### config.mk
export PLATFORM = sky130hd
export DESIGN_NAME = banked_gpio
export DESIGN_NICKNAME = d
export VERILOG_FILES = /design/src/rtl/gpio_pkg.sv /design/src/rtl/gpio_edge_sync.sv /design/src/rtl/gpio_bank.sv /design/src/rtl/banked_gpio.sv
export SDC_FILE = /design/constraint.sdc
export NUM_CORES = 1
export LEC_CHECK = 0
export BUFFER_PORTS_ARGS = -buffer_cell sky130_fd_sc_hd__buf_2
export CORE_ASPECT_RATIO = 1.4
export CORE_MARGIN = 2
export CORE_UTILIZATION = 38
export DETAILED_ROUTE_END_ITERATION = 6
export PLACE_DENSITY_LB_ADDON = 0.05
export SYNTH_ARGS = -nofsm -noshare
export SYNTH_HDL_FRONTEND = slang
export SYNTH_SLANG_ARGS = --single-unit
### constraint.sdc
create_clock -name clk -period 38 [get_ports clk]
set_input_delay 7.6 -clock clk [delete_from_list [all_inputs] [get_ports clk]]
set_output_delay 7.6 -clock clk [all_outputs]
set_load 0.03 [all_outputs]
### src/rtl/gpio_pkg.sv
package gpio_pkg;
  localparam int unsigned ADDR_W   = 8;
  localparam int unsigned KIND_LSB = 4;
  localparam int unsigned KIND_W   = 4;
  localparam int unsigned BANK_LSB = 2;
  localparam int unsigned BSEL_W   = 2;

  typedef enum logic [KIND_W-1:0] {
    K_DIR    = 4'd0,
    K_INV    = 4'd1,
    K_DATA   = 4'd2,
    K_SET    = 4'd3,
    K_CLR    = 4'd4,
    K_RISE   = 4'd5,
    K_FALL   = 4'd6,
    K_HI_RSV = 4'd7,
    K_LO_RSV = 4'd8,
    K_STAT   = 4'd9,
    K_CAP_RSV = 4'd10
  } reg_kind_e;
endpackage

### src/rtl/gpio_edge_sync.sv
module gpio_edge_sync #(
  parameter int unsigned W = 32
) (
  input  logic         clk,
  input  logic         rst_n,
  input  logic [W-1:0] raw_in,
  input  logic [W-1:0] invert,
  output logic [W-1:0] level,
  output logic [W-1:0] rose,
  output logic [W-1:0] fell
);
  logic [W-1:0] meta_q, meta_n;
  logic [W-1:0] sync_q, sync_n;
  logic [W-1:0] prev_q, prev_n;

  assign level = sync_q ^ invert;
  assign rose  = level & ~prev_q;
  assign fell  = ~level & prev_q;

  always_comb begin
    meta_n = raw_in;
    sync_n = meta_q;
    prev_n = level;
  end

  always_ff @(posedge clk or negedge rst_n) begin
    if (!rst_n) begin
      meta_q <= '0;
      sync_q <= '0;
      prev_q <= '0;
    end else begin
      meta_q <= meta_n;
      sync_q <= sync_n;
      prev_q <= prev_n;
    end
  end
endmodule

### src/rtl/gpio_bank.sv
module gpio_bank
  import gpio_pkg::*;
#(
  parameter int unsigned W = 32
) (
  input  logic         clk,
  input  logic         rst_n,
  input  logic         wr_en,
  input  reg_kind_e    kind,
  input  logic [W-1:0] wdata,
  input  logic [W-1:0] raw_in,
  output logic [W-1:0] dir_o,
  output logic [W-1:0] dout_o,
  output logic [W-1:0] inv_o,
  output logic [W-1:0] rise_en_o,
  output logic [W-1:0] fall_en_o,
  output logic [W-1:0] stat_o,
  output logic [W-1:0] stat_nxt_o,
  output logic [W-1:0] level_o
);
  logic [W-1:0] dir_q, dir_n;
  logic [W-1:0] dout_q, dout_n;
  logic [W-1:0] inv_q, inv_n;
  logic [W-1:0] ren_q, ren_n;
  logic [W-1:0] fen_q, fen_n;
  logic [W-1:0] stat_q, stat_n;
  logic [W-1:0] clr_mask;
  logic [W-1:0] rose, fell;

  gpio_edge_sync #(.W(W)) u_sync (
    .clk    (clk),
    .rst_n  (rst_n),
    .raw_in (raw_in),
    .invert (inv_q),
    .level  (level_o),
    .rose   (rose),
    .fell   (fell)
  );

  always_comb begin
    dir_n    = dir_q;
    dout_n   = dout_q;
    inv_n    = inv_q;
    ren_n    = ren_q;
    fen_n    = fen_q;
    clr_mask = '0;
    if (wr_en) begin
      case (kind)
        K_DIR:  dir_n    = wdata;
        K_INV:  inv_n    = wdata;
        K_DATA: dout_n   = wdata;
        K_SET:  dout_n   = dout_q | wdata;
        K_CLR:  dout_n   = dout_q & ~wdata;
        K_RISE: ren_n    = wdata;
        K_FALL: fen_n    = wdata;
        K_STAT: clr_mask = wdata;
        default: ;
      endcase
    end
    // a fresh edge is ORed in after the clear, so it survives a same-cycle clear
    stat_n = (stat_q & ~clr_mask) | (rose & ren_q) | (fell & fen_q);
  end

  always_ff @(posedge clk or negedge rst_n) begin
    if (!rst_n) begin
      dir_q  <= '0;
      dout_q <= '0;
      inv_q  <= '0;
      ren_q  <= '0;
      fen_q  <= '0;
      stat_q <= '0;
    end else begin
      dir_q  <= dir_n;
      dout_q <= dout_n;
      inv_q  <= inv_n;
      ren_q  <= ren_n;
      fen_q  <= fen_n;
      stat_q <= stat_n;
    end
  end

  assign dir_o      = dir_q;
  assign dout_o     = dout_q;
  assign inv_o      = inv_q;
  assign rise_en_o  = ren_q;
  assign fall_en_o  = fen_q;
  assign stat_o     = stat_q;
  assign stat_nxt_o = stat_n;
endmodule

### src/rtl/banked_gpio.sv
module banked_gpio
  import gpio_pkg::*;
#(
  parameter int unsigned NUM_BANKS = 3,
  parameter int unsigned BANK_W    = 32,
  localparam int unsigned PINS     = NUM_BANKS * BANK_W
) (
  input  logic              clk,
  input  logic              rst_n,
  input  logic              bus_sel,
  input  logic              bus_we,
  input  logic [ADDR_W-1:0] bus_addr,
  input  logic [BANK_W-1:0] bus_wdata,
  output logic [BANK_W-1:0] bus_rdata,
  input  logic [PINS-1:0]   pin_in,
  output logic [PINS-1:0]   pin_out,
  output logic [PINS-1:0]   pin_oe,
  output logic              irq
);
  logic [1:0]        rst_pipe_q;
  logic              rst_int_n;
  reg_kind_e         kind;
  logic [BSEL_W-1:0] bank_f;
  logic              wr_req, rd_req;
  logic              unused_addr;

  logic [BANK_W-1:0] dir_a     [NUM_BANKS];
  logic [BANK_W-1:0] dout_a    [NUM_BANKS];
  logic [BANK_W-1:0] inv_a     [NUM_BANKS];
  logic [BANK_W-1:0] ren_a     [NUM_BANKS];
  logic [BANK_W-1:0] fen_a     [NUM_BANKS];
  logic [BANK_W-1:0] stat_a    [NUM_BANKS];
  logic [BANK_W-1:0] stat_nx_a [NUM_BANKS];
  logic [BANK_W-1:0] level_a   [NUM_BANKS];
  logic [PINS-1:0]   stat_all;
  logic [PINS-1:0]   stat_nxt_all;

  logic [BANK_W-1:0] rdata_q, rdata_n;
  logic              irq_q, irq_n;

  // reset: asserted at once, released through two flops
  always_ff @(posedge clk or negedge rst_n) begin
    if (!rst_n) rst_pipe_q <= 2'b00;
    else        rst_pipe_q <= {rst_pipe_q[0], 1'b1};
  end
  assign rst_int_n = rst_pipe_q[1];

  assign kind        = reg_kind_e'(bus_addr[KIND_LSB +: KIND_W]);
  assign bank_f      = bus_addr[BANK_LSB +: BSEL_W];
  assign wr_req      = bus_sel & bus_we;
  assign rd_req      = bus_sel & ~bus_we;
  assign unused_addr = ^bus_addr[BANK_LSB-1:0];

  for (genvar b = 0; b < NUM_BANKS; b++) begin : g_bank
    logic bank_wr;
    assign bank_wr = wr_req && (bank_f == BSEL_W'(b));

    gpio_bank #(.W(BANK_W)) u_bank (
      .clk        (clk),
      .rst_n      (rst_int_n),
      .wr_en      (bank_wr),
      .kind       (kind),
      .wdata      (bus_wdata),
      .raw_in     (pin_in[b*BANK_W +: BANK_W]),
      .dir_o      (dir_a[b]),
      .dout_o     (dout_a[b]),
      .inv_o      (inv_a[b]),
      .rise_en_o  (ren_a[b]),
      .fall_en_o  (fen_a[b]),
      .stat_o     (stat_a[b]),
      .stat_nxt_o (stat_nx_a[b]),
      .level_o    (level_a[b])
    );

    assign pin_out[b*BANK_W +: BANK_W]      = dout_a[b];
    assign pin_oe[b*BANK_W +: BANK_W]       = dir_a[b];
    assign stat_all[b*BANK_W +: BANK_W]     = stat_a[b];
    assign stat_nxt_all[b*BANK_W +: BANK_W] = stat_nx_a[b];
  end

  always_comb begin
    rdata_n = '0;
    for (int b = 0; b < NUM_BANKS; b++) begin
      if (bank_f == BSEL_W'(b)) begin
        case (kind)
          K_DIR:  rdata_n = dir_a[b];
          K_INV:  rdata_n = inv_a[b];
          K_DATA: rdata_n = level_a[b];
          K_RISE: rdata_n = ren_a[b];
          K_FALL: rdata_n = fen_a[b];
          K_STAT: rdata_n = stat_a[b];
          default: rdata_n = '0;
        endcase
      end
    end
    irq_n = |stat_nxt_all;
  end

  always_ff @(posedge clk or negedge rst_int_n) begin
    if (!rst_int_n) begin
      rdata_q <= '0;
      irq_q   <= 1'b0;
    end else begin
      if (rd_req) rdata_q <= rdata_n;
      irq_q <= irq_n;
    end
  end

  assign bus_rdata = rdata_q;
  assign irq       = irq_q;
endmodule

After elaboration in Yosys (flattened, before gate mapping)
Index checks and enable logic that the tools add are counted.

Register bits: 899. Bits of input ports: 140. Output and inout port bits: 225. Word-level logic and storage cells: 117.

Equality and inequality tests: 9. Bitwise operators: 43. Reductions and logical operators: 22. Mux-type cells: 13.

Operators by type and width (count): $and 32x32->32 (18); $pmux 32 s6 (3); $not 32->32 (10); $or 32x32->32 (9); $pmux 32 s3 (3); $mux 32 (7); $reduce_or 96->1 (1); $xor 32x32->32 (3); $reduce_and 2->1 (15); $eq 4x3->1 const B (3); $eq 4x2->1 const B (2); $eq 4x1->1 const B (1); $eq 4x4->1 const B (1); $logic_not 4->1 (1); $logic_and 1x1->1 (3); $reduce_bool 3->1 (1); $and 1x1->1 (2); $eq 2x1->1 const B (1); $eq 2x2->1 const B (1); $logic_not 2->1 (1); $not 1->1 (1).

Depth between registers and ports, before layout
Depth after elaboration: 8. Depth in mapped cells: 12. Gate-level depth less buffers: 7.

Hierarchy
Synthesis repeated with hierarchy kept, for this count alone.

Cells, all modules: 3196. Area total of the unflattened synthesis: 39694.3 um^2.

Modules (own cells, without submodules): gpio_bank (instances 3, sequential area each 4804.6 um^2, area an instance 7946.4 um^2, cells an instance 565); gpio_edge_sync (instances 3, sequential area each 2402.3 um^2, area an instance 3123.0 um^2, cells an instance 224); banked_gpio (instances 1, sequential area each 875.8 um^2, area an instance 6486.2 um^2, cells an instance 829).

Worst setup path after synthesis
Ideal clock, no wire load.

Path kind: input -> register. Start: input port bus_addr[5]. End: register irq_q, in the netlist irq. Setup time: 0.138 ns. Buffers on the path: 3. Arrival: 10.496 ns. Setup slack: 27.365 ns. Required time: 37.862 ns. Stages: 10. Cell sequence: buf_2 and4bb_1 buf_4 buf_6 nand3_1 a221o_1 or4_1 or4_1 or4_1 or4b_1.

Longest elaborated chain between the ends: 8. Elaborated cells on any way between the ends: 18. Those cells by class: eq/ne: 1; mux: 4; bitwise: 12; reduce/logical: 1.

RTL lines: start: declaration (line banked_gpio.sv:12) `input logic [ADDR_W-1:0] bus_addr,`; $eq 4x4->1 (line gpio_bank.sv:48) `case (kind)`; $mux 32 (line gpio_bank.sv:48); $mux 32 (line gpio_bank.sv:47) `if (wr_en) begin`; $not 32->32 (line gpio_bank.sv:61) `stat_n = (stat_q & ~clr_mask) | (rose & ren_q) | (fell & fen_q);`; $and 32x32->32 (line gpio_bank.sv:61); $or 32x32->32 (2 in a row) (line gpio_bank.sv:61); named net g_bank[2].u_bank.stat_nxt_o[15] (line gpio_bank.sv:18) `output logic [W-1:0] stat_nxt_o,`; $reduce_or 96->1 (line banked_gpio.sv:96) `irq_n = |stat_nxt_all;`; named net irq_n (line banked_gpio.sv:39) `logic irq_q, irq_n;`; end signal: assignment (line banked_gpio.sv:105) `irq_q <= irq_n;`; end: declaration (line banked_gpio.sv:39).

The timed path passes the listed nets, and every way through them passes these cells. A chain may end at the register's enable or synchronous reset.

Final worst setup path
Start: input port bus_addr[6]. End: register irq_q, in the netlist irq.

Longest elaborated chain between the ends: 8. Elaborated cells on any way between the ends: 18. Those cells by class: eq/ne: 1; mux: 4; bitwise: 12; reduce/logical: 1.

RTL lines (line): $eq 4x4->1 (gpio_bank.sv:48); $mux 32 (gpio_bank.sv:48); $mux 32 (gpio_bank.sv:47); $not 32->32 (gpio_bank.sv:61); $and 32x32->32 (gpio_bank.sv:61); $or 32x32->32 (2 in a row) (gpio_bank.sv:61); named net g_bank[1].u_bank.stat_nxt_o[20] (gpio_bank.sv:18); $reduce_or 96->1 (banked_gpio.sv:96); named net irq_n (banked_gpio.sv:39).

The timed path passes the listed nets, and every way through them passes these cells.

==> out/metrics.cfg <==
[power]
irDropWorstVdd_v=0.0000332
leakage_uw=0.0198
p_per_area_mw_per_mm2=56.4

[global_routing]
grt_overflow_total=0
grt_max_degree=128
grt_pass1_wl_um=191000
track_usage=0.258
antenna_found_initial=13
grt_pass1_vias=28500

[clocking]
htreeDepth=3
clockRootBuffer=clkbuf_16
clk_pin_slew_ns=0.07
cts_inserted_buffers=93
hold_buffers=0
worst_skew_pair.late_latency_ns=0.68
clock_path_buffers=3
post_cts_resize_count=0
postCtsSetupRepairBufs=0
cts_sinks=899
cts_tree=yes

[min_path]
hold_end=g_bank[2].u_bank.u_sync.sync_q[17]
min_from=g_bank[2].u_bank.u_sync.meta_q[17]
hold-path-cell-count=0
hold_path_class=flip-flop to flip-flop

[floorplan]
die_h_um=374
die_w_um=268
num_io_pins=365
dieArea_mm2=0.100
start_util=0.384
row_count=135
fp.coreArea_mm2=0.0970

[sta]
period_minus_slack_ns=11.66
report.final.slew_viol_count=0
tns_ns=0
timing.final.crit_share=0.307
hold_viol_final=0
clock_skew_ns=0.0272
tightestPinTransition_ns=1.16
setup-violations-final=0
max_freq_mhz=85.7
slew_headroom=0.224
grt_setup_unrepaired=false
setup_ws_ns=26.34

[routing]
drc=0
routedWlPerCell_um=27.3
drt_iter0_markers=2442
via_per_inst=5.72
via_count=27200
ant_nets=0
routed_wl_um=130000
firstDrtPassIters=6

[placed_design]
placed_cells=4568
gp_routability_congestion=0.808
dpl_cell_area_mm2=0.0404
dpl.hpwl_um=82600
dpl_worst_slack_ns=25.56
port_buffers=362

[setup_path]
r2r_cells=4
cp.required_ns=38.54
critPathCaptureType=flip-flop
start_kind=input port
rrSetupSlack_ns=33.56
r2r-end=g_bank[2].u_bank.inv_o[4]
cp.arrival_ns=12.21
worstPathMaxFanout=127
critPathKind=input port to flip-flop
rr_startpoint=rst_pipe_q[1]

[layout]
syn_to_final_growth_pct=17.3
n_fill_cell=9057
post-route-util=0.450
layoutNonFillerInstCount=4743
final_nets=3502
design_area_mm2=0.0436
drive_above_1_share=0.292

[synthesis]
yosys_most_used_dff=dfrtp_1
async_reset_ff_frac=1.00
syn-instance-count=3077
synth.distinct_cells=44
synth_seq_cells=899
synth_fp_nets=3217
seq_area_frac_synth=0.605
syn-cell-area_mm2=0.0372
ys_warn_count=0
avgSynthCellArea_um2=12.1
synth_edf_count=0

[run_status]
outcome=complete, no violations

[run]
drv_cap=0

## kinds of logic (layout without fill, tap and decap cells)
family                 Yosys count  in the layout  share of synthesized area
flip-flops                     899            899                      0.605
multiplexers                   382            382                      0.116
AND/OR/NAND/NOR                711            711                     0.0936
other                            1              3                   0.000101
XOR/XNOR                        97             97                     0.0228
buffers and inverters          246            609                     0.0256
AO/OA/AOI/OAI                  741            741                      0.138
## worst max-delay path, cell delays in order
cell and delay, ns:
buf_2 0.17, and4bb_4 0.79, buf_12 0.58, and2_0 0.21, buf_4 0.29, nand2_1 0.09, a211o_1 0.44, nor4_2 0.82
nand4_1 0.48, or4b_1 0.61
## Yosys cell counts (all sizes together) (53+ instances only)
| library cell | instances | share of area |
|---|---|---|
| nor2b | 64 | 0.011 |
| a22oi | 61 | 0.012 |
| mux2 | 382 | 0.12 |
| o21ai | 204 | 0.027 |
| nand3 | 78 | 0.010 |
| dfrtp | 899 | 0.60 |
| xor2 | 96 | 0.023 |
| a22o | 96 | 0.023 |
| clkbuf | 200 | 0.020 |
| nor3b | 82 | 0.017 |
| nand2 | 200 | 0.020 |
| a221o | 64 | 0.017 |
| a21oi | 141 | 0.019 |
| nor2 | 194 | 0.020 |
| a222oi | 56 | 0.015 |
| a31oi | 53 | 0.0089 |
## registers in the layout (all words and copies together) (netlist names)
signal,count
g_bank.u_bank.stat_o,96
g_bank.u_bank.dout_o,96
g_bank.u_bank.u_sync.meta_q,96
bus_rdata,32
rst_pipe_q,2
irq,1
g_bank.u_bank.u_sync.prev_q,96
g_bank.u_bank.dir_o,96
g_bank.u_bank.fall_en_o,96
g_bank.u_bank.inv_o,96
g_bank.u_bank.rise_en_o,96
g_bank.u_bank.u_sync.sync_q,96
## report_power, final
part	total (uW)	leakage, uW	internal (uW)	switching, uW
Sequential	1170	0.0114	1080	90.1
Clock	956	0.00158	560	397
Combinational	329	0.00686	125	205
Total	2460	0.0198	1770	691
## how the worst max path moves through the flow
stage	endpoint	from	cells past startpoint	slack (ns)
finish	irq	bus_addr[6]	10	26.34
detailed placement	irq	bus_addr[6]	10	25.56
global placement	irq	bus_addr[6]	10	25.56
floorplan	bus_rdata[0]	rst_pipe_q[1]	0	11.09
global route	irq	bus_addr[6]	10	26.24
CTS	irq	bus_addr[6]	10	26.30
## metrics by stage
step / hold WS [ns] / total power [uW]
after global routing: 0.349 / 2560
final: 0.332 / 2460
after floorplan: 0.331 / 1380
after CTS: 0.335 / 2490
after detailed placement: 0.335 / 1520
after global placement: 0.331 / 1510
## final cells by class
cell class	count	area, um^2	area share
Sequential cell	899	22500	0.516
Multi-Input combinational cell	1932	13900	0.319
Clock buffer	137	2810	0.0643
Timing Repair Buffer	432	2350	0.0539
Tap cell	1301	1630	0.0373
Clock inverter	36	394	0.00903
Inverter	4	15.0	0.000344
Antenna cell	2	5.00	0.000115
## per-layer routing
| metal | up-vias | track usage | wire [um] |
|---|---|---|---|
| met5 | - | 0 | 106 |
| met4 | 18 | 0.121 | 5980 |
| met3 | 251 | 0.0469 | 7470 |
| met2 | 930 | 0.438 | 64600 |
| met1 | 14200 | 0.317 | 51500 |
| li1 | 11800 | - | - |
## cells in the final DEF, fill, tap and decap left out, types with 7 or more instances in the layout
cell type,Yosys,layout
dfrtp_1,899,898
mux2_2,382,382
buf_2,6,362
o21ai_0,204,204
nand2_1,200,196
nor2_1,194,183
a21oi_1,141,141
xor2_1,96,96
a22o_1,96,96
clkbuf_16,0,96
nor3b_1,82,82
nand3_1,78,77
buf_4,1,69
nor2b_1,64,64
a221o_1,64,64
a22oi_1,61,61
a222oi_1,56,56
a31oi_1,53,53
a211o_1,30,30
clkbuf_8,0,25
nand4_1,19,19
clkinv_2,0,19
nor4_1,20,18
a32o_1,17,17
nor3_1,23,17
clkbuf_1,199,16
o22ai_1,15,15
nor2_4,0,10
bufinv_16,0,7
Power figures use the tool's default switching activity.
